<file path="config.mk">
export PLATFORM = sky130hd
export DESIGN_NAME = angle_split
export DESIGN_NICKNAME = d
export VERILOG_FILES = /design/src/rtl/angle_split_pkg.sv /design/src/rtl/angle_coarse_round.sv /design/src/rtl/angle_fine_residue.sv /design/src/rtl/angle_split.sv
export SDC_FILE = /design/constraint.sdc
export NUM_CORES = 1
export LEC_CHECK = 0
export BUFFER_PORTS_ARGS = -buffer_cell sky130_fd_sc_hd__buf_4
export CAP_MARGIN = 10
export CORE_MARGIN = 10
export CORE_UTILIZATION = 44
export DETAILED_ROUTE_END_ITERATION = 8
export PLACE_DENSITY = 0.87
export RECOVER_POWER = 50
export SKIP_CTS_REPAIR_TIMING = 1
export SKIP_LAST_GASP = 1
export SYNTH_ARGS = -nofsm -noshare
export SYNTH_HDL_FRONTEND = slang
export SYNTH_SLANG_ARGS = --single-unit
</file>
<file path="constraint.sdc">
create_clock -name clk_i -period 0.8 [get_ports clk_i]
set_input_delay 0.16 -clock clk_i [delete_from_list [all_inputs] [get_ports clk_i]]
set_output_delay 0.16 -clock clk_i [all_outputs]
set_load 0.005 [all_outputs]
</file>
<file path="src/rtl/angle_split_pkg.sv">
package angle_split_pkg;
  localparam int IDX_W      = 20;
  localparam int QUAD_W     = 2;
  localparam int COARSE_LOG = 9;

  localparam int REM_W   = IDX_W - QUAD_W;
  localparam int STEP_SH = IDX_W - COARSE_LOG;
  localparam int J_W     = COARSE_LOG - QUAD_W + 1;
  localparam int K_W     = STEP_SH + 1;
endpackage

</file>
<file path="src/rtl/angle_coarse_round.sv">
module angle_coarse_round #(
  parameter int REM_W   = 18,
  parameter int STEP_SH = 11,
  parameter int J_W     = 8
) (
  input  logic [REM_W-1:0]   rem_i,
  output logic [J_W-1:0]     coarse_o,
  output logic               up_o
);
  localparam int HI_W = REM_W - STEP_SH;
  localparam logic [STEP_SH-1:0] HALF = STEP_SH'(1) << (STEP_SH - 1);

  logic [STEP_SH-1:0] low;
  logic [HI_W-1:0]    hi;

  assign low = rem_i[STEP_SH-1:0];
  assign hi  = rem_i[REM_W-1:STEP_SH];

  // strict compare: a tie rounds down
  assign up_o     = low > HALF;
  assign coarse_o = J_W'({1'b0, hi}) + J_W'(up_o);
endmodule

</file>
<file path="src/rtl/angle_fine_residue.sv">
module angle_fine_residue #(
  parameter int STEP_SH = 11,
  parameter int K_W     = 12
) (
  input  logic [STEP_SH-1:0] low_i,
  input  logic               up_i,
  output logic [K_W-1:0]     fine_o
);
  localparam logic [K_W-1:0] STEP = K_W'(1) << STEP_SH;

  logic [K_W-1:0] low_ext;
  assign low_ext = {1'b0, low_i};

  always_comb begin
    if (up_i) fine_o = low_ext - STEP;
    else      fine_o = low_ext;
  end
endmodule

</file>
<file path="src/rtl/angle_split.sv">
module angle_split
  import angle_split_pkg::*;
(
  input  logic                  clk_i,
  input  logic                  rst_ni,
  input  logic                  valid_i,
  input  logic [IDX_W-1:0]      idx_i,
  output logic                  valid_o,
  output logic [QUAD_W-1:0]     quad_o,
  output logic [J_W-1:0]        coarse_o,
  output logic signed [K_W-1:0] fine_o
);
  logic [REM_W-1:0] rem;
  logic [J_W-1:0]   coarse_d;
  logic             up;
  logic [K_W-1:0]   fine_d;

  assign rem = idx_i[REM_W-1:0];

  angle_coarse_round #(.REM_W(REM_W), .STEP_SH(STEP_SH), .J_W(J_W)) u_round (
    .rem_i    (rem),
    .coarse_o (coarse_d),
    .up_o     (up)
  );

  angle_fine_residue #(.STEP_SH(STEP_SH), .K_W(K_W)) u_fine (
    .low_i  (rem[STEP_SH-1:0]),
    .up_i   (up),
    .fine_o (fine_d)
  );

  always_ff @(posedge clk_i or negedge rst_ni) begin
    if (!rst_ni) begin
      valid_o  <= 1'b0;
      quad_o   <= '0;
      coarse_o <= '0;
      fine_o   <= '0;
    end else begin
      valid_o <= valid_i;
      if (valid_i) begin
        quad_o   <= idx_i[IDX_W-1:REM_W];
        coarse_o <= coarse_d;
        fine_o   <= signed'(fine_d);
      end
    end
  end
endmodule

</file>
==> results of run 1 <==
flip-flops by register name, summed over array words and instances (netlist names):
register  flops
fine_o       12
coarse_o      8
quad_o        2
valid_o       1
area by class of cell:
class / instances / area, µm² / share of cell area, %
Timing Repair Buffer: 58 / 531 / 33.0
Sequential cell: 23 / 576 / 35.8
Tap cell: 27 / 33.8 / 2.10
Multi-Input combinational cell: 48 / 442 / 27.5
Clock buffer: 4 / 26.3 / 1.63
how the worst max path moves through the flow:
stage,start,end,cells after the start
6_report,idx_i[3],coarse_o[4]$_DFFE_PN0P_,9
3_5_place_dp,idx_i[3],coarse_o[4]$_DFFE_PN0P_,9
2_1_floorplan,idx_i[3],coarse_o[4]$_DFFE_PN0P_,8
3_3_place_gp,idx_i[3],coarse_o[4]$_DFFE_PN0P_,9
4_1_cts,idx_i[3],coarse_o[4]$_DFFE_PN0P_,9
5_1_grt,idx_i[3],coarse_o[4]$_DFFE_PN0P_,9
metrics by stage:
step | worst slack (ns) | area (µm²) | setup TNS (ns) | hold slack, ns
after floorplan | -0.854 | 996 | -6.29 | -0.136
after detailed placement | -1.04 | 1400 | -9.65 | 0.0677
after global placement | -1.01 | 1400 | -9.29 | 0.0647
final | -0.725 | 1610 | -9.49 | 0.0733
after global routing | -0.800 | 1610 | -11.18 | 0.0545
after CTS | -0.713 | 1430 | -9.68 | -0.270
cells by family after synthesis:
group | synth area share (%)
AO/OA/AOI/OAI | 6.06
adder cells (fa/ha/maj) | 2.58
flip-flops | 59.3
XOR/XNOR | 2.71
buffers and inverters | 1.55
AND/OR/NAND/NOR | 9.41
multiplexers | 18.4
routing by layer:
layer  track usage, %  up-vias  part of all wire, %
li1                 -      383                    -
met1             11.6      372                   40
met2             16.7       41                   46
met3             7.53        4                   14
met4             3.85        0                 0.64
met5                0        -                    0
cells in the mapped netlist (all sizes together):
library cell,n
or3,2
nand2,3
o31ai,1
nand3,3
nor2,5
o21ai,2
ha,2
dfrtp,23
a21oi,3
mux2i,1
nor3,1
a21boi,1
buf,3
xor2,2
nor4,1
nand2b,1
or4,1
mux2,15
xnor2,1
a31oi,3
power groups by stage:
stage / clock (mW) / combinational, mW / sequential [mW]
floorplan: 0 / 0.180 / 1.36
global placement: 0 / 0.540 / 1.35
detailed placement: 0 / 0.551 / 1.36
CTS: 0.530 / 0.551 / 1.34
global route: 0.603 / 0.732 / 1.37
finish: 0.517 / 0.672 / 1.36
worst register-to-register path: stages (launching register included):
cell	delay, ns
dfrtp_1	0.42
buf_6	0.12
mux2i_1	0.14
a31oi_1	0.06
==> qor.tcl, run 1 <==
set qor(post_cts_clock_slew_at_the_launch_and_capture_registers_of_the_worst_setup_and_hold_paths_ns) 0.12
set qor(setup.reg_to_reg.worst_slack_ns) -0.07
set qor(net_switching_share_of_the_total_power_pct) 24.8
set qor(commonest_non_fill_non_tap_cell_in_the_layout) {buf_4}
set qor(max_cap_viol_count) 0
set qor(synthDominantAreaCellType) {dfrtp_1}
set qor(gr_util_all_layers_pct) 10.9
set qor(drt-initial-drc-count) 42
set qor(grt_antenna_before_repair) 0
set qor(grt_setup_unrepaired) {yes}
set qor(die-width_um) 67.0
set qor(timing.rr.start) {fine_o[11]$_DFFE_PN0P_}
set qor(postRouteAntennaNets) 0
set qor(cpMaxStageDelayCell) {or4_4}
set qor(gr-total-overflow) 0
set qor(final_core_util_pct) 79.5
set qor(gpl.final_weighted_congestion) 0.771
set qor(synth_top_area_share_pct) 59.3
set qor(rr_worst_depth) 3
set qor(critical-path-top-delay-family) {simple AND/OR/NAND/NOR gates}
set qor(maxSlewViolCount) 0
set qor(root_buffer) {clkbuf_4}
set qor(first_global_vias) 836
set qor(tightestPinTransition_ns) 0.549
set qor(numPlacedInstances) 150
set qor(final_cells) 160
set qor(setup_viol) 34
set qor(hpwlAfterDp_um) 1910
set qor(post_synthesis_to_final_layout_area_growth_pct) 65.6
set qor(crit-reg2reg-capture) {fine_o[11]$_DFFE_PN0P_}
set qor(floorplan.die.height_um) 67.0
set qor(cts.sinks) 23
set qor(starting_density_pct) 48.0
set qor(holdPathStages) 2
set qor(worstHoldEndpoint) {fine_o[3]$_DFFE_PN0P_}
set qor(cp_max_fo) 3
set qor(num-fill-cells) 120
set qor(detail_route.wl_per_cell_um) 16.5
set qor(finalClockSkew_ns) 0
set qor(cp.arrival_ns) 1.72
set qor(cts_made_buffers) 3
set qor(floorplan.die_area_mm2) 0.00449
set qor(yosysWarningCount) 0
set qor(end_kind) {flip-flop}
set qor(clkPwrFrac_pct) 20.3
set qor(outcome) {complete, but fails checks}
set qor(clock.fmax_mhz) 656
set qor(synthDistinctLibCells) 20
set qor(fin_crit_ns) 1.53
set qor(core_area_mm2) 0.00202
set qor(vias) 800
set qor(proportion_of_layout_cells_with_a_drive_suffix_above_1_pct) 63.2
set qor(insertion_delay_ns) 0.30
set qor(cp.required_ns) 1.00
set qor(intPower_mw) 1.92
set qor(p_comb_share_pct) 26.4
set qor(failing_checks) {setup timing}
set qor(class_of_the_worst_hold_path) {input port to flip-flop}
set qor(timing.hold.worst.start) {idx_i[3]}
set qor(io_pins) 46
set qor(path_class) {input port to flip-flop}
set qor(finish.net_count) 159
set qor(synth.yosys.seq_area_share_pct) 59.3
set qor(cts.path.max_buffers) 2
set qor(vias_per_cell) 5.00
set qor(grt_start_max_net_pins) 24
set qor(power.ir.vdd_worst_mv) 1.03
set qor(number_of_nets_produced_by_synthesis) 99
set qor(critical_path.n_buffers_inverters) 1
set qor(setup_slack_after_layout_ns) -0.725
set qor(num_rows) 16
set qor(cts_tree) {yes}
set qor(synthTopCellsByArea) {dfrtp_1, mux2_2, ha_1, a31oi_1, nor2_1}
set qor(layout_common_cells) {buf_4, buf_6, dfrtp_1}
set qor(power.share.sequential_pct) 53.3
set qor(cp_cell_sequence) {buf_6 > or4_4 > nor3_4 > a21boi_1 > ha_2 > ha_4 > nand3_1 > xor2_1 > a21oi_1}
set qor(synth_cells) 74
set qor(start_kind) {input port}
set qor(slowest_delay_ns) 0.53
set qor(postSynthRegisterBits) 23
set qor(insertedDiodeCount) 0
set qor(io_buffers) 45
set qor(max-slew-margin-rel_pct) 63.4
set qor(routed_wl_um) 2640
set qor(drt_pre_antenna_iters) 4
set qor(timing.final.crit_share_pct) 191
set qor(grt_first_pass_wirelength_um) 3770
set qor(cts_max_level) 1
set qor(syn_area_um2) 971
set qor(detail_route.drc_violations) 0
set qor(power_per_cell_area_mw_per_mm2) 1580
set qor(power.net_switching_mw) 0.632
set qor(power.static_leakage_nw) 0.741
set qor(post_synth.cell_area_avg_um2) 13.1
set qor(number_of_hold_violations_in_the_final_report) 0
set qor(total_design_power_mw) 2.55
Power figures use the tool's default switching activity.
==> run 2: changes to the inputs <==
ABC_AREA = 1   (was default)
BUFFER_PORTS_ARGS = default   (was -buffer_cell sky130_fd_sc_hd__buf_4)
CORE_UTILIZATION = 50   (was 44)
DONT_BUFFER_PORTS = 1   (was default)
PLACE_DENSITY = 0.76   (was 0.87)
SETUP_SLACK_MARGIN = 0.5   (was default)
==> qor.tcl, run 2 <==
set qor(ys_top_cells_by_count) {nand2_1, dfrtp_1, nor2_1}
set qor(top_regs) {fine_o x12, coarse_o x8, quad_o x2}
set qor(num_rows) 16 ;# unchanged
set qor(io_pins) 46 ;# unchanged
set qor(number_of_hold_violations_in_the_final_report) 43 ;# +43
set qor(cts.path.max_buffers) 2 ;# unchanged
set qor(regMostFlops) {fine_o}
set qor(synth_top_area_share_pct) 56.4 ;# -2.9 points
set qor(grt_first_pass_wirelength_um) 3900 ;# +3.3%
set qor(net_switching_share_of_the_total_power_pct) 24.8 ;# about the same
set qor(postRouteAntennaNets) 0 ;# unchanged
set qor(power.ir.vdd_worst_mv) 1.00 ;# -2.7%
set qor(cp_max_fo) 3 ;# unchanged
set qor(grt_start_max_net_pins) 24 ;# unchanged
set qor(vias_per_cell) 5.08 ;# +1.7%
set qor(power_per_cell_area_mw_per_mm2) 1730 ;# +9.3%
set qor(layout_common_cells) {nand2_1, dfrtp_1, nor2_4, nand2_2}
set qor(cts_tree) {yes}
set qor(cts.sinks) 23 ;# unchanged
set qor(synthTopCellsByArea) {dfrtp_1, nand2_1, nor2_1, nand3_1, ha_1}
set qor(setup_slack_after_layout_ns) -0.195 ;# +0.530 ns
set qor(cp.required_ns) 1.00 ;# about the same
set qor(synthDominantAreaCellType) {dfrtp_1}
set qor(cts_max_level) 1 ;# unchanged
set qor(post_synth.cell_area_avg_um2) 8.23 ;# -37%
set qor(hpwlAfterDp_um) 1920 ;# +0.35%
set qor(synthDistinctLibCells) 18 ;# -10%
set qor(max_cap_viol_count) 0 ;# unchanged
set qor(critical_path.n_buffers_inverters) 0 ;# -1
set qor(drt-initial-drc-count) 24 ;# -43%
set qor(synth-edff-count) 0 ;# unchanged
set qor(first_global_vias) 799 ;# -4.4%
set qor(total_design_power_mw) 2.10 ;# -18%
set qor(outcome) {complete, but fails checks}
set qor(drt_pre_antenna_iters) 4 ;# unchanged
set qor(path_class) {input port to flip-flop}
set qor(slowest_delay_ns) 0.23 ;# -0.30 ns
set qor(clkPwrFrac_pct) 24.5 ;# +4.2 points
set qor(die-width_um) 65.2 ;# -2.7%
set qor(number_of_nets_produced_by_synthesis) 149 ;# +51%
set qor(cts_made_buffers) 3 ;# unchanged
set qor(starting_density_pct) 52.6 ;# +4.6 points
set qor(cp_common_cell) {ha_4}
set qor(gpl.final_weighted_congestion) 0.732 ;# -5.1%
set qor(cp.arrival_ns) 1.20 ;# -0.52 ns
set qor(cpMaxStageDelayCell) {o21a_1}
set qor(cp_cell_sequence) {nor2_4 > nand3_2 > o21a_1 > ha_4 > ha_4 > nand2_4 > nor2_2 > a21oi_2 > nor2_1}
set qor(dominantRegCellSynth) {dfrtp_1}
set qor(maxSlewViolCount) 0 ;# unchanged
set qor(yosysWarningCount) 0 ;# unchanged
set qor(proportion_of_layout_cells_with_a_drive_suffix_above_1_pct) 21.9 ;# -41 points
set qor(ys_async_sr_fraction_pct) 100 ;# unchanged
set qor(placed_cell_area_mm2) 0.00111 ;# -21%
set qor(grt_setup_unrepaired) {yes}
set qor(power.net_switching_mw) 0.520 ;# -18%
set qor(insertion_delay_ns) 0.30 ;# about the same
set qor(clock.fmax_mhz) 1000 ;# +53%
set qor(synth_cells) 124 ;# +68%
set qor(routed_wl_um) 2500 ;# -5.5%
set qor(final_core_util_pct) 62.4 ;# -17 points
set qor(largest_reg_flops) 12 ;# unchanged
set qor(finalClockSkew_ns) 0 ;# unchanged
set qor(power.share.sequential_pct) 64.3 ;# +11 points
set qor(core_area_mm2) 0.00194 ;# -4.0%
set qor(fin_crit_ns) 0.995 ;# -0.530 ns
set qor(post_synthesis_to_final_layout_area_growth_pct) 18.6
set qor(postSynthRegisterBits) 23 ;# unchanged
set qor(end_kind) {flip-flop}
set qor(fin_setup_tns_ns) -2.70 ;# +6.79 ns
set qor(synth.yosys.seq_area_share_pct) 56.4 ;# -2.9 points
set qor(fin_hold_ws_ns) -0.464 ;# -0.537 ns
set qor(detail_route.wl_per_cell_um) 16.1 ;# -2.4%
set qor(gr-total-overflow) 0 ;# unchanged
set qor(start_kind) {input port}
set qor(max-slew-margin-rel_pct) 88.6 ;# +25 points
set qor(grt_antenna_before_repair) 0 ;# unchanged
set qor(post_cts_clock_slew_at_the_launch_and_capture_registers_of_the_worst_setup_and_hold_paths_ns) 0.12 ;# about the same
set qor(power.static_leakage_nw) 0.597 ;# -19%
set qor(tightestPinTransition_ns) 0.171 ;# -0.378 ns
set qor(gr_util_all_layers_pct) 11.7 ;# +0.83 points
set qor(finish.net_count) 154 ;# -3.1%
set qor(floorplan.die.height_um) 65.2 ;# -2.7%
set qor(syn_area_mm2) 0.00102 ;# +5.2%
set qor(p_comb_share_pct) 11.2 ;# -15 points
set qor(timing.final.crit_share_pct) 124 ;# -66 points
set qor(intPower_mw) 1.58 ;# -18%
set qor(insertedDiodeCount) 0 ;# unchanged
set qor(commonest_non_fill_non_tap_cell_in_the_layout) {nand2_1}
set qor(finalInstanceArea_mm2) 0.00121 ;# -25%
set qor(io_buffers) 0 ;# -100%
set qor(critical-path-top-delay-family) {compound AO/OA/AOI/OAI gates}
set qor(root_buffer) {clkbuf_4}
set qor(cell_with_the_most_instances_after_synthesis) {nand2_1}
set qor(detail_route.drc_violations) 0 ;# unchanged
set qor(failing_checks) {hold timing, setup timing}
set qor(vias) 788 ;# -1.5%
set qor(floorplan.die_area_mm2) 0.00425 ;# -5.3%
set qor(setup_viol) 30 ;# -12%
set qor(class_of_the_worst_hold_path) {input port to asynchronous set/reset pin}
[run 2: cell count changes in the layout (fill, tap and decap cells not counted), sizes merged, moves of 2 or more]
cell    previous run  this run
buf               56         4
or3                2         0
o21bai             0         3
or2                0         2
xor2               2         0
inv                0         3
a21oi              3         1
nand2              3        66
nor2               5        10
a31oi              3         0
nand3              3         6
mux2              15         0
[run 2: metal layers]
layer | global-route usage [%] | vias up | wire (µm)
met4 | 4.01 | 0 | 13
li1 | - | 393 | -
met2 | 18.9 | 29 | 1300
met1 | 12.1 | 364 | 887
met3 | 7.63 | 2 | 296
met5 | 0 | - | 0
[run 2: final cells by class]
cell class                 instances  area [µm²]
clock buffer                       4        26.3
fill                             174         731
timing repair buffer               4        46.3
sequential                        23         576
tap                               27        33.8
inverter                           3        11.3
multi-input combinational         94         518
[run 2: final timing paths]
path                            cells after the start  slack (ns)                    start                 endpoint
worst max-delay path                                9       -0.20                 idx_i[8]  coarse_o[6]$_DFFE_PN0P_
worst min-delay path                                0       -0.46                   rst_ni  coarse_o[7]$_DFFE_PN0P_
worst max register to register                      3       -0.08  coarse_o[6]$_DFFE_PN0P_  coarse_o[6]$_DFFE_PN0P_
worst min register to register                      2        0.52    fine_o[5]$_DFFE_PN0P_    fine_o[5]$_DFFE_PN0P_
max in group asynchronous                           0        1.19                   rst_ni    fine_o[3]$_DFFE_PN0P_
min in group clk_i                                  0       -0.12                  valid_i        valid_o$_DFF_PN0_
[run 2: stage by stage]
stage	setup WS, ns	instances	hold WS, ns
6_report	-0.195	155	-0.464
5_1_grt	-0.249	155	-0.506
4_1_cts	-0.196	154	-0.476
2_1_floorplan	-0.405	124	-0.136
3_5_place_dp	-0.495	150	-0.135
3_3_place_gp	-0.457	150	-0.135
[run 2: logic make-up after synthesis]
| group | after synthesis | synth area share [%] |
|---|---|---|
| simple gates | 86 | 33.7 |
| flops | 23 | 56.4 |
| buf+inv | 7 | 3.55 |
| compound gates | 6 | 3.92 |
| fa+ha+maj | 2 | 2.45 |
[run 2: power by group through the flow]
stage | clock (mW) | combinational [mW] | sequential, mW
2_1_floorplan | 0 | 0.186 | 1.35
3_3_place_gp | 0 | 0.194 | 1.38
3_5_place_dp | 0 | 0.208 | 1.38
4_1_cts | 0.532 | 0.207 | 1.36
5_1_grt | 0.604 | 0.273 | 1.37
6_report | 0.513 | 0.236 | 1.35
[run 2: worst reg2reg max path, stage by stage, from the launching register on]
cell and delay [ns]:
dfrtp_1 0.41, or2_2 0.28, nand2_1 0.06, nor2_1 0.03
==> run 3: changes to the inputs <==
REMOVE_ABC_BUFFERS = 1   (was default)
SETUP_SLACK_MARGIN = default   (was 0.5)
==> qor.tcl, run 3 (same netlist as run 2, synthesis figures left out) <==
set qor(start_kind) {input port}
set qor(vias) 918 ;# +16%
set qor(grt.met1_usage_pct) 11.8 ;# -0.30 points
set qor(cpMaxStageDelayCell) {o21a_1}
set qor(end_kind) {flip-flop}
set qor(grt_first_pass_wirelength_um) 3840 ;# -1.4%
set qor(maxSlewViolCount) 0 ;# unchanged
set qor(detail_route.wl_per_cell_um) 16.8 ;# +4.2%
set qor(commonest_non_fill_non_tap_cell_in_the_layout) {nand2_1}
set qor(detail_route.drc_violations) 0 ;# unchanged
set qor(top_regs) {fine_o x12, coarse_o x8, quad_o x2}
set qor(placed_cell_area_mm2) 0.00107 ;# -4.1%
set qor(drt-initial-drc-count) 34 ;# +42%
set qor(root_buffer) {clkbuf_4}
set qor(cp_cell_sequence) {nor2_4 > nand3_2 > o21a_1 > ha_4 > ha_4 > nand2_4 > nor2_4 > a21oi_2 > nor2_1}
set qor(path_class) {input port to flip-flop}
set qor(timing.hold.worst.start) {valid_i}
set qor(max-slew-margin-rel_pct) 66.7 ;# -22 points
set qor(proportion_of_layout_cells_with_a_drive_suffix_above_1_pct) 17.2 ;# -4.6 points
set qor(timing.rr.start) {coarse_o[6]$_DFFE_PN0P_}
set qor(vias_per_cell) 5.34 ;# +5.0%
set qor(final_core_util_pct) 69.4 ;# +7.0 points
set qor(cts.path.max_buffers) 2 ;# unchanged
set qor(grt_use_met2_pct) 18.4 ;# -0.49 points
set qor(layout_common_cells) {nand2_1, dfrtp_1, dlygate4sd3_1}
set qor(post_synthesis_to_final_layout_area_growth_pct) 32.0
set qor(floorplan.die.height_um) 65.2 ;# unchanged
set qor(cp.required_ns) 1.00 ;# about the same
set qor(hpwlAfterDp_um) 1930 ;# +0.68%
set qor(largest_reg_flops) 12 ;# unchanged
set qor(insertion_delay_ns) 0.29 ;# about the same
set qor(timing.final.crit_share_pct) 124 ;# -0.17 points
set qor(regMostFlops) {fine_o}
set qor(slowest_delay_ns) 0.23 ;# about the same
set qor(grt_setup_unrepaired) {yes}
set qor(postRouteAntennaNets) 0 ;# unchanged
set qor(num_rows) 16 ;# unchanged
set qor(numPlacedInstances) 152 ;# +1.3%
set qor(final_cells) 172 ;# +11%
set qor(first_global_vias) 812 ;# +1.6%
set qor(grt_antenna_before_repair) 0 ;# unchanged
set qor(number_of_hold_violations_in_the_final_report) 11 ;# -74%
set qor(cts_max_level) 1 ;# unchanged
set qor(outcome) {complete, but fails checks}
set qor(floorplan.die_area_mm2) 0.00425 ;# unchanged
set qor(cts_made_buffers) 3 ;# unchanged
set qor(grt_start_max_net_pins) 24 ;# unchanged
set qor(setup_viol) 30 ;# unchanged
set qor(fin_hold_ws_ns) -0.118 ;# +0.346 ns
set qor(critical_path.startpoint) {idx_i[6]}
set qor(insertedDiodeCount) 0 ;# unchanged
set qor(max_cap_viol_count) 0 ;# unchanged
set qor(post_cts_clock_slew_at_the_launch_and_capture_registers_of_the_worst_setup_and_hold_paths_ns) 0.11 ;# about the same
set qor(core_area_mm2) 0.00194 ;# unchanged
set qor(power.ir.vdd_worst_mv) 1.03 ;# +3.3%
set qor(starting_density_pct) 52.6 ;# unchanged
set qor(cp.arrival_ns) 1.19 ;# about the same
set qor(finish.net_count) 171 ;# +11%
set qor(finalInstanceArea_mm2) 0.00135 ;# +11%
set qor(gr-total-overflow) 0 ;# unchanged
set qor(class_of_the_worst_hold_path) {input port to flip-flop}
set qor(top_usage_layer) {met2}
set qor(seq_area_um2) 576 ;# unchanged
set qor(io_pins) 46 ;# unchanged
set qor(tightestPinTransition_ns) 0.499 ;# +0.328 ns
set qor(drt_pre_antenna_iters) 5 ;# +1
set qor(fin_setup_tns_ns) -2.67 ;# +0.0284 ns
set qor(power.static_leakage_nw) 0.654 ;# +9.6%
set qor(multi_input_gate_area_um2) 500 ;# -3.4%
set qor(fin_crit_ns) 0.994 ;# -0.00139 ns
set qor(failing_checks) {hold timing, setup timing}
set qor(finalClockSkew_ns) 0 ;# unchanged
set qor(clock.fmax_mhz) 1010 ;# +0.14%
set qor(cp_max_fo) 3 ;# unchanged
set qor(cts_tree) {yes}
set qor(gpl.final_weighted_congestion) 0.742 ;# +1.4%
set qor(cts.sinks) 23 ;# unchanged
set qor(num-fill-cells) 146 ;# -16%
set qor(power_per_cell_area_mw_per_mm2) 1620 ;# -6.6%
set qor(grt_util_met3_pct) 6.95 ;# -0.68 points
set qor(io_buffers) 0 ;# unchanged
set qor(gr_util_all_layers_pct) 11.4 ;# -0.38 points
set qor(routed_wl_um) 2890 ;# +16%
set qor(die-width_um) 65.2 ;# unchanged
set qor(setup_slack_after_layout_ns) -0.194 ;# +0.00139 ns
run 3: changes by cell type in the layout (fill, tap and decap cells not counted), sizes merged:
cell | before | now
dlygate4sd3 | 0 | 15
buf | 4 | 6
run 3: worst paths after layout:
path,endpoint,slack [ns],depth (start not counted)
max in group asynchronous,fine_o[6]$_DFFE_PN0P_,0.11,2
worst min-delay path,valid_o$_DFF_PN0_,-0.12,0
worst min register to register,fine_o[3]$_DFFE_PN0P_,0.52,2
worst max-delay path,coarse_o[6]$_DFFE_PN0P_,-0.19,9
worst max register to register,coarse_o[6]$_DFFE_PN0P_,-0.08,3
min in group asynchronous,coarse_o[2]$_DFFE_PN0P_,0.36,2
run 3: stage by stage:
stage | total power [mW] | setup slack, ns
3_3_place_gp | 1.56 | -0.601
6_report | 2.18 | -0.194
3_5_place_dp | 1.57 | -0.636
4_1_cts | 2.08 | -0.311
5_1_grt | 2.31 | -0.237
2_1_floorplan | 1.49 | -0.516
run 3: where the power goes:
group / switching (mW) / internal, mW
registers: 0.0918 / 1.26
logic: 0.152 / 0.162
clock network: 0.316 / 0.194
run 3: cell type report:
| class | count | share of cell area [%] |
|---|---|---|
| clock buffers | 4 | 1.95 |
| inverters | 3 | 0.836 |
| multi-input cells | 94 | 37.1 |
| flip-flops and latches | 23 | 42.7 |
| well taps | 27 | 2.51 |
| repair buffers | 21 | 14.9 |
run 3: routing by layer:
| layer | up-vias | wire [µm] | part of all wire (%) |
|---|---|---|---|
| met5 | - | 0 | 0 |
| met4 | 0 | 27 | 0.93 |
| met3 | 6 | 410 | 14 |
| met2 | 50 | 1490 | 51 |
| met1 | 435 | 963 | 33 |
| li1 | 427 | - | - |
run 3: worst max-delay path, delay by kind of cell:
kind / cells / cell delay (ns)
and+or+nand+nor: 5 / 0.34
AOI/OAI and AO/OA: 2 / 0.35
adders and majority gates: 2 / 0.34
